$ cat config.mk
export PLATFORM = sky130hd
export DESIGN_NAME = aliased_regfile
export DESIGN_NICKNAME = d
export VERILOG_FILES = /design/src/rtl/aliased_rf_pkg.sv /design/src/rtl/rf_slice_merge.sv /design/src/rtl/rf_slice_read.sv /design/src/rtl/rf_stack_adjust.sv /design/src/rtl/aliased_regfile.sv
export SDC_FILE = /design/constraint.sdc
export NUM_CORES = 1
export LEC_CHECK = 0
export ABC_CLOCK_PERIOD_IN_PS = 14500
export BUFFER_PORTS_ARGS = -buffer_cell sky130_fd_sc_hd__buf_2
export CAP_MARGIN = 20
export CORE_ASPECT_RATIO = 1.25
export CORE_MARGIN = 10
export CORE_UTILIZATION = 38
export CTS_CLUSTER_DIAMETER = 50
export DETAILED_ROUTE_END_ITERATION = 6
export GPL_TIMING_DRIVEN = 0
export HOLD_SLACK_MARGIN = 0.08
export PLACE_DENSITY_LB_ADDON = 0.12
export SLEW_MARGIN = 20
export SYNTH_ARGS = -nofsm -noshare
export SYNTH_HDL_FRONTEND = slang
export SYNTH_SLANG_ARGS = --single-unit
$ cat constraint.sdc
create_clock -name clk -period 14.5 [get_ports clk]
set_clock_uncertainty 0.05 [all_clocks]
set_input_delay 3.625 -clock clk [delete_from_list [all_inputs] [get_ports clk]]
set_output_delay 3.625 -clock clk [all_outputs]
set_load 0.01 [all_outputs]
$ cat src/rtl/aliased_rf_pkg.sv
package aliased_rf_pkg;
  typedef enum logic [1:0] {
    SZ_LO8 = 2'b00,
    SZ_HI8 = 2'b01,
    SZ_W16 = 2'b10,
    SZ_W32 = 2'b11
  } acc_size_e;

  function automatic logic size_is_byte(input logic [1:0] s);
    return !s[1];
  endfunction
endpackage

$ cat src/rtl/rf_slice_merge.sv
module rf_slice_merge #(
  parameter int DATA_W = 32
) (
  input  logic [DATA_W-1:0] old_word,
  input  logic [DATA_W-1:0] new_bits,
  input  logic [1:0]        size,
  output logic [DATA_W-1:0] merged
);
  import aliased_rf_pkg::*;
  localparam int HALF_W = 16;
  localparam int BYTE_W = 8;

  always_comb begin
    merged = old_word;
    unique case (acc_size_e'(size))
      SZ_W32: merged = new_bits;
      SZ_W16: merged[HALF_W-1:0] = new_bits[HALF_W-1:0];
      SZ_HI8: merged[HALF_W-1:BYTE_W] = new_bits[BYTE_W-1:0];
      SZ_LO8: merged[BYTE_W-1:0] = new_bits[BYTE_W-1:0];
      default: merged = old_word;
    endcase
  end
endmodule

$ cat src/rtl/rf_slice_read.sv
module rf_slice_read #(
  parameter int DATA_W = 32
) (
  input  logic [DATA_W-1:0] word,
  input  logic [1:0]        size,
  input  logic              byte_ok,
  output logic [DATA_W-1:0] data,
  output logic              err
);
  import aliased_rf_pkg::*;
  localparam int HALF_W = 16;
  localparam int BYTE_W = 8;

  always_comb begin
    data = '0;
    err  = size_is_byte(size) && !byte_ok;
    if (!err) begin
      unique case (acc_size_e'(size))
        SZ_W32: data = word;
        SZ_W16: data[HALF_W-1:0] = word[HALF_W-1:0];
        SZ_HI8: data[BYTE_W-1:0] = word[HALF_W-1:BYTE_W];
        SZ_LO8: data[BYTE_W-1:0] = word[BYTE_W-1:0];
        default: data = '0;
      endcase
    end
  end
endmodule

$ cat src/rtl/rf_stack_adjust.sv
module rf_stack_adjust #(
  parameter int DATA_W = 32
) (
  input  logic [DATA_W-1:0] sp,
  input  logic              pop,
  input  logic              wide,
  input  logic              addr32,
  output logic [DATA_W-1:0] sp_next,
  output logic [DATA_W-1:0] addr
);
  localparam int HALF_W = 16;

  logic [DATA_W-1:0] step;
  logic [DATA_W-1:0] full_next;
  logic [HALF_W-1:0] half_next;

  always_comb begin
    step      = wide ? DATA_W'(4) : DATA_W'(2);
    full_next = pop ? sp + step : sp - step;
    half_next = pop ? sp[HALF_W-1:0] + step[HALF_W-1:0]
                    : sp[HALF_W-1:0] - step[HALF_W-1:0];
    sp_next   = addr32 ? full_next : {sp[DATA_W-1:HALF_W], half_next};
    addr      = pop ? sp : sp_next;
  end
endmodule

$ cat src/rtl/aliased_regfile.sv
module aliased_regfile #(
  parameter int DATA_W   = 32,
  parameter int NUM_REGS = 8,
  parameter int NUM_DATA = 4,
  parameter int SP_IDX   = 4,
  parameter int IDX_W    = $clog2(NUM_REGS)
) (
  input  logic              clk,
  input  logic              rst,
  input  logic              wr_en,
  input  logic [IDX_W-1:0]  wr_idx,
  input  logic [1:0]        wr_size,
  input  logic [DATA_W-1:0] wr_data,
  output logic              wr_err,
  input  logic              stk_en,
  input  logic              stk_pop,
  input  logic              stk_wide,
  input  logic              stk_addr32,
  output logic [DATA_W-1:0] stk_addr,
  input  logic [IDX_W-1:0]  rd0_idx,
  input  logic [1:0]        rd0_size,
  output logic [DATA_W-1:0] rd0_data,
  output logic              rd0_err,
  input  logic [IDX_W-1:0]  rd1_idx,
  input  logic [1:0]        rd1_size,
  output logic [DATA_W-1:0] rd1_data,
  output logic              rd1_err
);
  import aliased_rf_pkg::*;
  localparam int NUM_RD = 2;
  localparam logic [IDX_W-1:0] FIRST_PTR = IDX_W'(NUM_DATA);
  localparam logic [IDX_W-1:0] SP_SEL    = IDX_W'(SP_IDX);

  logic [DATA_W-1:0] regs [NUM_REGS];
  logic [DATA_W-1:0] merged;
  logic [DATA_W-1:0] sp_next;
  logic              wr_ok;
  logic              stk_ok;

  assign wr_err = wr_en && (wr_idx >= FIRST_PTR) && size_is_byte(wr_size);
  assign wr_ok  = wr_en && !wr_err;
  assign stk_ok = stk_en && !(wr_ok && wr_idx == SP_SEL);

  rf_slice_merge #(.DATA_W(DATA_W)) u_merge (
    .old_word (regs[wr_idx]),
    .new_bits (wr_data),
    .size     (wr_size),
    .merged   (merged)
  );

  rf_stack_adjust #(.DATA_W(DATA_W)) u_stack (
    .sp      (regs[SP_IDX]),
    .pop     (stk_pop),
    .wide    (stk_wide),
    .addr32  (stk_addr32),
    .sp_next (sp_next),
    .addr    (stk_addr)
  );

  always_ff @(posedge clk) begin
    if (rst) begin
      for (int i = 0; i < NUM_REGS; i++) regs[i] <= '0;
    end else begin
      if (wr_ok) regs[wr_idx] <= merged;
      if (stk_ok) regs[SP_IDX] <= sp_next;
    end
  end

  // read ports
  logic [IDX_W-1:0]  rd_idx_a  [NUM_RD];
  logic [1:0]        rd_size_a [NUM_RD];
  logic [DATA_W-1:0] rd_data_a [NUM_RD];
  logic              rd_err_a  [NUM_RD];

  assign rd_idx_a[0]  = rd0_idx;
  assign rd_idx_a[1]  = rd1_idx;
  assign rd_size_a[0] = rd0_size;
  assign rd_size_a[1] = rd1_size;
  assign rd0_data     = rd_data_a[0];
  assign rd1_data     = rd_data_a[1];
  assign rd0_err      = rd_err_a[0];
  assign rd1_err      = rd_err_a[1];

  for (genvar p = 0; p < NUM_RD; p++) begin : g_rd
    rf_slice_read #(.DATA_W(DATA_W)) u_read (
      .word    (regs[rd_idx_a[p]]),
      .size    (rd_size_a[p]),
      .byte_ok (rd_idx_a[p] < FIRST_PTR),
      .data    (rd_data_a[p]),
      .err     (rd_err_a[p])
    );
  end

  // per-register checks
  for (genvar i = 0; i < NUM_REGS; i++) begin : g_chk
    assert_reset_clear_R1: assert property (@(posedge clk)
      rst |=> (regs[i] == '0));

    if (i < NUM_DATA) begin : g_data
      assert_byte_keeps_upper_R4: assert property (@(posedge clk) disable iff (rst)
        (wr_en && wr_idx == IDX_W'(i) && size_is_byte(wr_size))
        |=> (regs[i][DATA_W-1:16] == $past(regs[i][DATA_W-1:16])));
    end else begin : g_ptr
      assert_bad_write_ignored_R5: assert property (@(posedge clk) disable iff (rst)
        (wr_en && wr_idx == IDX_W'(i) && size_is_byte(wr_size) && !(i == SP_IDX && stk_en))
        |=> $stable(regs[i]));
    end
  end

  assert_w16_keeps_upper_R3: assert property (@(posedge clk) disable iff (rst)
    (wr_en && wr_size == 2'b10 && wr_idx == IDX_W'(0))
    |=> (regs[0][DATA_W-1:16] == $past(regs[0][DATA_W-1:16])));

  assert_push_wide_R8: assert property (@(posedge clk) disable iff (rst)
    (stk_en && !stk_pop && stk_addr32 && !(wr_en && wr_idx == SP_SEL))
    |=> (regs[SP_IDX] == $past(regs[SP_IDX]) - ($past(stk_wide) ? DATA_W'(4) : DATA_W'(2))));

  assert_stack16_upper_R10: assert property (@(posedge clk) disable iff (rst)
    (stk_en && !stk_addr32 && !(wr_en && wr_idx == SP_SEL))
    |=> (regs[SP_IDX][DATA_W-1:16] == $past(regs[SP_IDX][DATA_W-1:16])));

  assert_general_wins_R11: assert property (@(posedge clk) disable iff (rst)
    (stk_en && wr_en && wr_idx == SP_SEL && wr_size == 2'b11)
    |=> (regs[SP_IDX] == $past(wr_data)));
endmodule

# == Word-level counts from Yosys, hierarchy flattened ==
# Memories as Yosys holds them, arrays and structs flattened.
# Index checks and enable logic that the tools add are counted.
# totals
ff_bits,0
ram_bits,256
in_bits,54
output_inout_bits,99
elab_cells,77
n_memories,1
# classes
addsub,4
order_cmp,3
eq_ne,13
mux,28
bitwise_logic,1
n_reduce_logical,27
# memory_table
memory,words,width,read_ports,rd_clocked_by_memory_dff,write_ports,line,rtl
regs,8,32,3,0,8,aliased_regfile.sv:34,logic [DATA_W-1:0] regs [NUM_REGS];
# ops
cell,n
32-bit two-way mux,7
16-bit two-way mux,4
8-bit case mux with 2 select lines,3
32-bit adder,1
32-bit OR reduction,1
32-bit subtractor,1
8-bit two-way mux,3
16-bit adder,1
16-bit subtractor,1
"2-bit == test, second input constant",6
3-bit two-way mux,3
3-bit OR reduction,3
1-bit two-way mux,8
1-bit logical AND,7
1-bit logical NOT,7
"2-bit by 1-bit == test with 1-bit output, second input constant",3
2-bit logical NOT,3
"3-bit less-than comparator, second input constant",2
2-bit AND reduction,3
2-bit OR reduction,3
"3-bit == test, second input constant",1
"3-bit greater-or-equal comparator, second input constant",1
"1-bit != test, second input constant",2
"2-bit != test, second input constant",1
1-bit bitwise OR,1

# == Longest topological paths before layout ==
# logic_depth
ltp_word,12
mapped_depth,14
mapped_depth_nobuf,13

# == Cells and area by module ==
# From an unflattened synthesis, not the netlist that was laid out.
# unflattened
cells_unflattened,1757
area_unflattened_um2,19612.6
# modules_own_cells
mod,n_inst,cells_per_inst,area_per_inst_um2,seq_area_each_um2
aliased_regfile,1,1213,15874.0,7687.4
rf_stack_adjust,1,357,2372.3,0.0
rf_slice_read,2,66,410.4,0.0
rf_slice_merge,1,55,545.5,0.0

# == Worst setup path after synthesis ==
# Ideal clock, no wire load.
# synth_timing
path_kind,input port to output port
from,in stk_pop
to,out stk_addr[29]
arrival_ps,6158
required_ps,10825
path_slack_ps,4667
stages,13
n_path_buf,2
cell_sequence,clkbuf_1 > clkbuf_1 > nand2_1 > inv_1 > fa_1 > nand2b_1 > a21oi_2 > nor2_2 > o211ai_4 > a221oi_2 > o41a_1 > o311a_1 > o21ai_1
# synth_between
elab_chain_len,3
# synth_lines
element,line,rtl
"start, declared",aliased_regfile.sv:16,"input logic stk_pop,"
32-bit two-way mux,rf_stack_adjust.sv:19,full_next = pop ? sp + step : sp - step;
32-bit two-way mux,rf_stack_adjust.sv:22,"sp_next = addr32 ? full_next : {sp[DATA_W-1:HALF_W], half_next};"
32-bit two-way mux (*),rf_stack_adjust.sv:23,addr = pop ? sp : sp_next;
"end, declared",aliased_regfile.sv:19,"output logic [DATA_W-1:0] stk_addr,"
# Every way passes the cells marked *; elsewhere a longest branch is shown, timed or not.

# == Worst setup path after layout ==
# layout_timing
from,in stk_pop
to,out stk_addr[16]
# Same word-level chain as after synthesis.

==> summary.md <==
| Metric | Value |
|---|---|
| Status | `finished clean` |
| Vias | `about 12k` |
| Multi-input gate area | `between 0.008 and 0.009 mm2` |
| # setup viols final | `0` |
| Ys async rst share | `0` |
| Die ar. | `roughly 0.051 mm2` |
| Mapped Area | `between 0.015 and 0.02 mm2` |
| Slew Viols, Final | `0` |
| Post-CTS sizing | `0` |
| Wire per inst | `~27 um` |
| Slew at the pin closest to its max-slew limit | `around 1.1 ns` |
| Worst Path Required | `~11 ns` |
| Synth Area per Inst | `roughly 12 um2` |
| Top Ports | `about 150` |
| Core footprint | `0.04215 mm2` |
| Drt pass-1 iters | `6` |
| DRC violations left | `0` |
| Worst Setup Start Kind | `input pin` |
| Placed Cells | `between 2k and 2.5k` |
| Ratio of cells with drive above 1 in the final layout | `0.2621` |
| Post-route ant nets | `0` |
| CTS root buffer | `clkbuf_16` |
| RSZ-0062 raised after global routing | `no` |
| Clock Tree Buf Depth | `3` |
| Total wire length | `54680 um` |
| Clk slew on worst S/H paths | `0.06 ns` |
| Hold WS | `around 0.7 ns` |
| DRT iter0 DRCs | `approximately 750` |
| Critical path class | `in2out` |
| Critical Path AT | `6.89 ns` |
| Largest net degree at the start of global routing | `35` |
| Top FF cell, synth | `edfxtp_1` |
| VDD IR max | `0.1053 mV` |
| Most frequent cells in the layout | `edfxtp_1 (256), and2_1 (170), buf_2 (163)` |
| GRT Util Overall | `0.2097` |
| Number of flops mapped to enable cells by yosys | `about 260` |
| Hold Buf Count CTS | `0` |
| Slowest CP cell | `clkbuf_1` |
| Number of library cell types mapped by synthesis | `63` |
| Max cap viols | `0` |
| Initial antenna violation count | `3` |
| Largest register FFs | `approximately 260` |
| Initial Utilization | `0.3841` |
| Fmax | `0.09466 GHz` |
| Total leakage power | `7.093 nW` |
| Final min period | `between 10 and 15 ns` |
| Fillers | `3981` |
| Crit-path cells | `buf_2 > clkbuf_1 > clkbuf_1 > nand2_1 > ha_1 > a21o_1 > and4_1 > o211a_1 > o21bai_1 > a21boi_1 > o21ai_0 > a21oi_1 > xor2_1 > o21ai_0 > buf_2` |
| Port Buf Inserts | `roughly 140` |
| Vias in the first global route | `about 12k` |
| CTS sink count | `between 200 and 300` |
| Width of the chip | `204.6 um` |
| CTS Buf Count | `34` |
| Commonest non-fill, non-tap cell in the layout | `edfxtp_1` |
| Final Hold Fails | `0` |
| Ys Warns | `0` |
| Via density | `approximately 5.6` |
| CTS tree | `built` |
| H-tree level count | `2` |
| Final Instance Area | `0.01875 mm2` |
| Synthesized flop and latch total | `about 260` |
| Worst Setup End Kind | `output port` |
| Antenna fix cells | `0` |
| Dpl hpwl | `roughly 42000 um` |
| Post-layout power | `~0.0022 W` |
| CP max FO | `10` |
| Non-filler instance count after layout | `2062` |
| Cell Area, Placed | `~0.018 mm2` |
| Reg with most FFs | `regs` |
| Post-synthesis sequential area ratio | `0.4749` |
| Cell Pwr Density | `117.8 mW/mm2` |
| Setup Buffers After CTS | `0` |
| Synth Instances | `between 1k and 1.5k` |
| Clock insertion delay at the later pin of the skew report | `approximately 0.52 ns` |
| Crit path largest cell delay | `just under 0.4 ns` |
| GR Overflow Total | `0` |
| Post-Syn Nets | `1384` |
| First-pass GRT wire length | `between 70000 and 80000 um` |
| Largest regs | `regs: 256 flops` |
| Final setup TNS | `0 ns` |
| Area delta synth->final | `15.83%` |
| HP Class | `reg2reg` |
| Rel. slew slack | `0.2313` |
| Nets | `between 1.5k and 2k` |
| Period utilization | `0.7286` |
| Die Span Y | `about 250 um` |
| Row Count | `84` |
| Register Area | `around 0.0077 mm2` |
| GPL Wtd Cong | `just over 0.9` |
## per-layer routing
metal	vias up	global-route usage	share of wire
met3	109	0.03307	0.048
met1	5781	0.2408	0.39
met2	361	0.3757	0.52
met4	6	0.09303	0.045
met5	-	0	0.00086
li1	5306	-	-
## area by class of cell
cell class                      count  area share
Clock inverter                     22     0.01401
Sequential cell                   256      0.4100
Timing Repair Buffer              144     0.03877
Tap cell                          559     0.03730
Multi-Input combinational cell    944      0.4316
Buffer                             86     0.01955
Clock buffer                       38     0.04618
Inverter                           13    0.002602
## synth_stat cells, types with 7 or more instances
master	number	area, um2
a21o_1	20	150.1
a21oi_1	29	145.1
a22oi_1	16	120.1
a32oi_1	9	78.83
and2_1	170	1064
buf_1	8	30.03
buf_2	20	100.1
clkbuf_1	53	198.9
edfxtp_1	256	7687
ha_1	30	375.4
inv_1	10	37.54
mux2_2	18	202.7
mux2i_1	58	580.6
mux4_2	128	2883
nand2_1	90	337.8
nand2b_1	15	93.84
nand3_1	14	70.07
nand4_1	7	43.79
nor2_1	119	446.7
nor2b_1	25	156.4
nor3_1	7	35.03
o21ai_0	70	350.3
o21ai_1	10	50.05
o22ai_1	7	43.79
or2_2	15	93.84
xnor2_1	10	87.58
xor2_1	18	157.7
## cell families (layout without fill, tap and decap cells)
group / Yosys count / count (layout) / share of synthesized area
compound gates: 203 / 203 / 0.08162
xor+xnor: 28 / 28 / 0.01515
fa+ha+maj: 31 / 31 / 0.02442
buf+inv: 99 / 303 / 0.02566
flops: 256 / 256 / 0.4749
mux: 204 / 204 / 0.2265
simple gates: 478 / 478 / 0.1518
## power breakdown
part	internal (W)	switching (W)
clock network	0.000522	0.000336
registers	0.000865	0.0000356
logic	0.000184	0.000266
total	0.00157	0.000637
## stage by stage
step                        util  worst slack [ns]
final                     0.4449             3.936
after CTS                 0.4448             3.863
after global routing      0.4449             3.601
after detailed placement  0.4180             3.884
after global placement    0.4176             3.875
after floorplan                -             4.667
## final timing paths
| check | start | end | slack (ns) | depth (start not counted) |
|---|---|---|---|---|
| setup / recovery | stk_pop | stk_addr[16] | 3.94 | 15 |
| hold / removal | regs[4][21] | regs[4][21] | 0.68 | 2 |
| setup reg to reg | regs[4][1] | regs[4][31] | 11.36 | 12 |
| hold reg to reg | regs[4][21] | regs[4][21] | 0.68 | 2 |
## critical path: cells and delay by family
kind                       cells  cell delay, ns
AOI/OAI and AO/OA              7            1.47
xor gates and xnor gates       1            0.10
adders and majority gates      1            0.29
buffers and inverters          4            1.05
and+or+nand+nor                2            0.35
(Power assumes the default switching activity.)
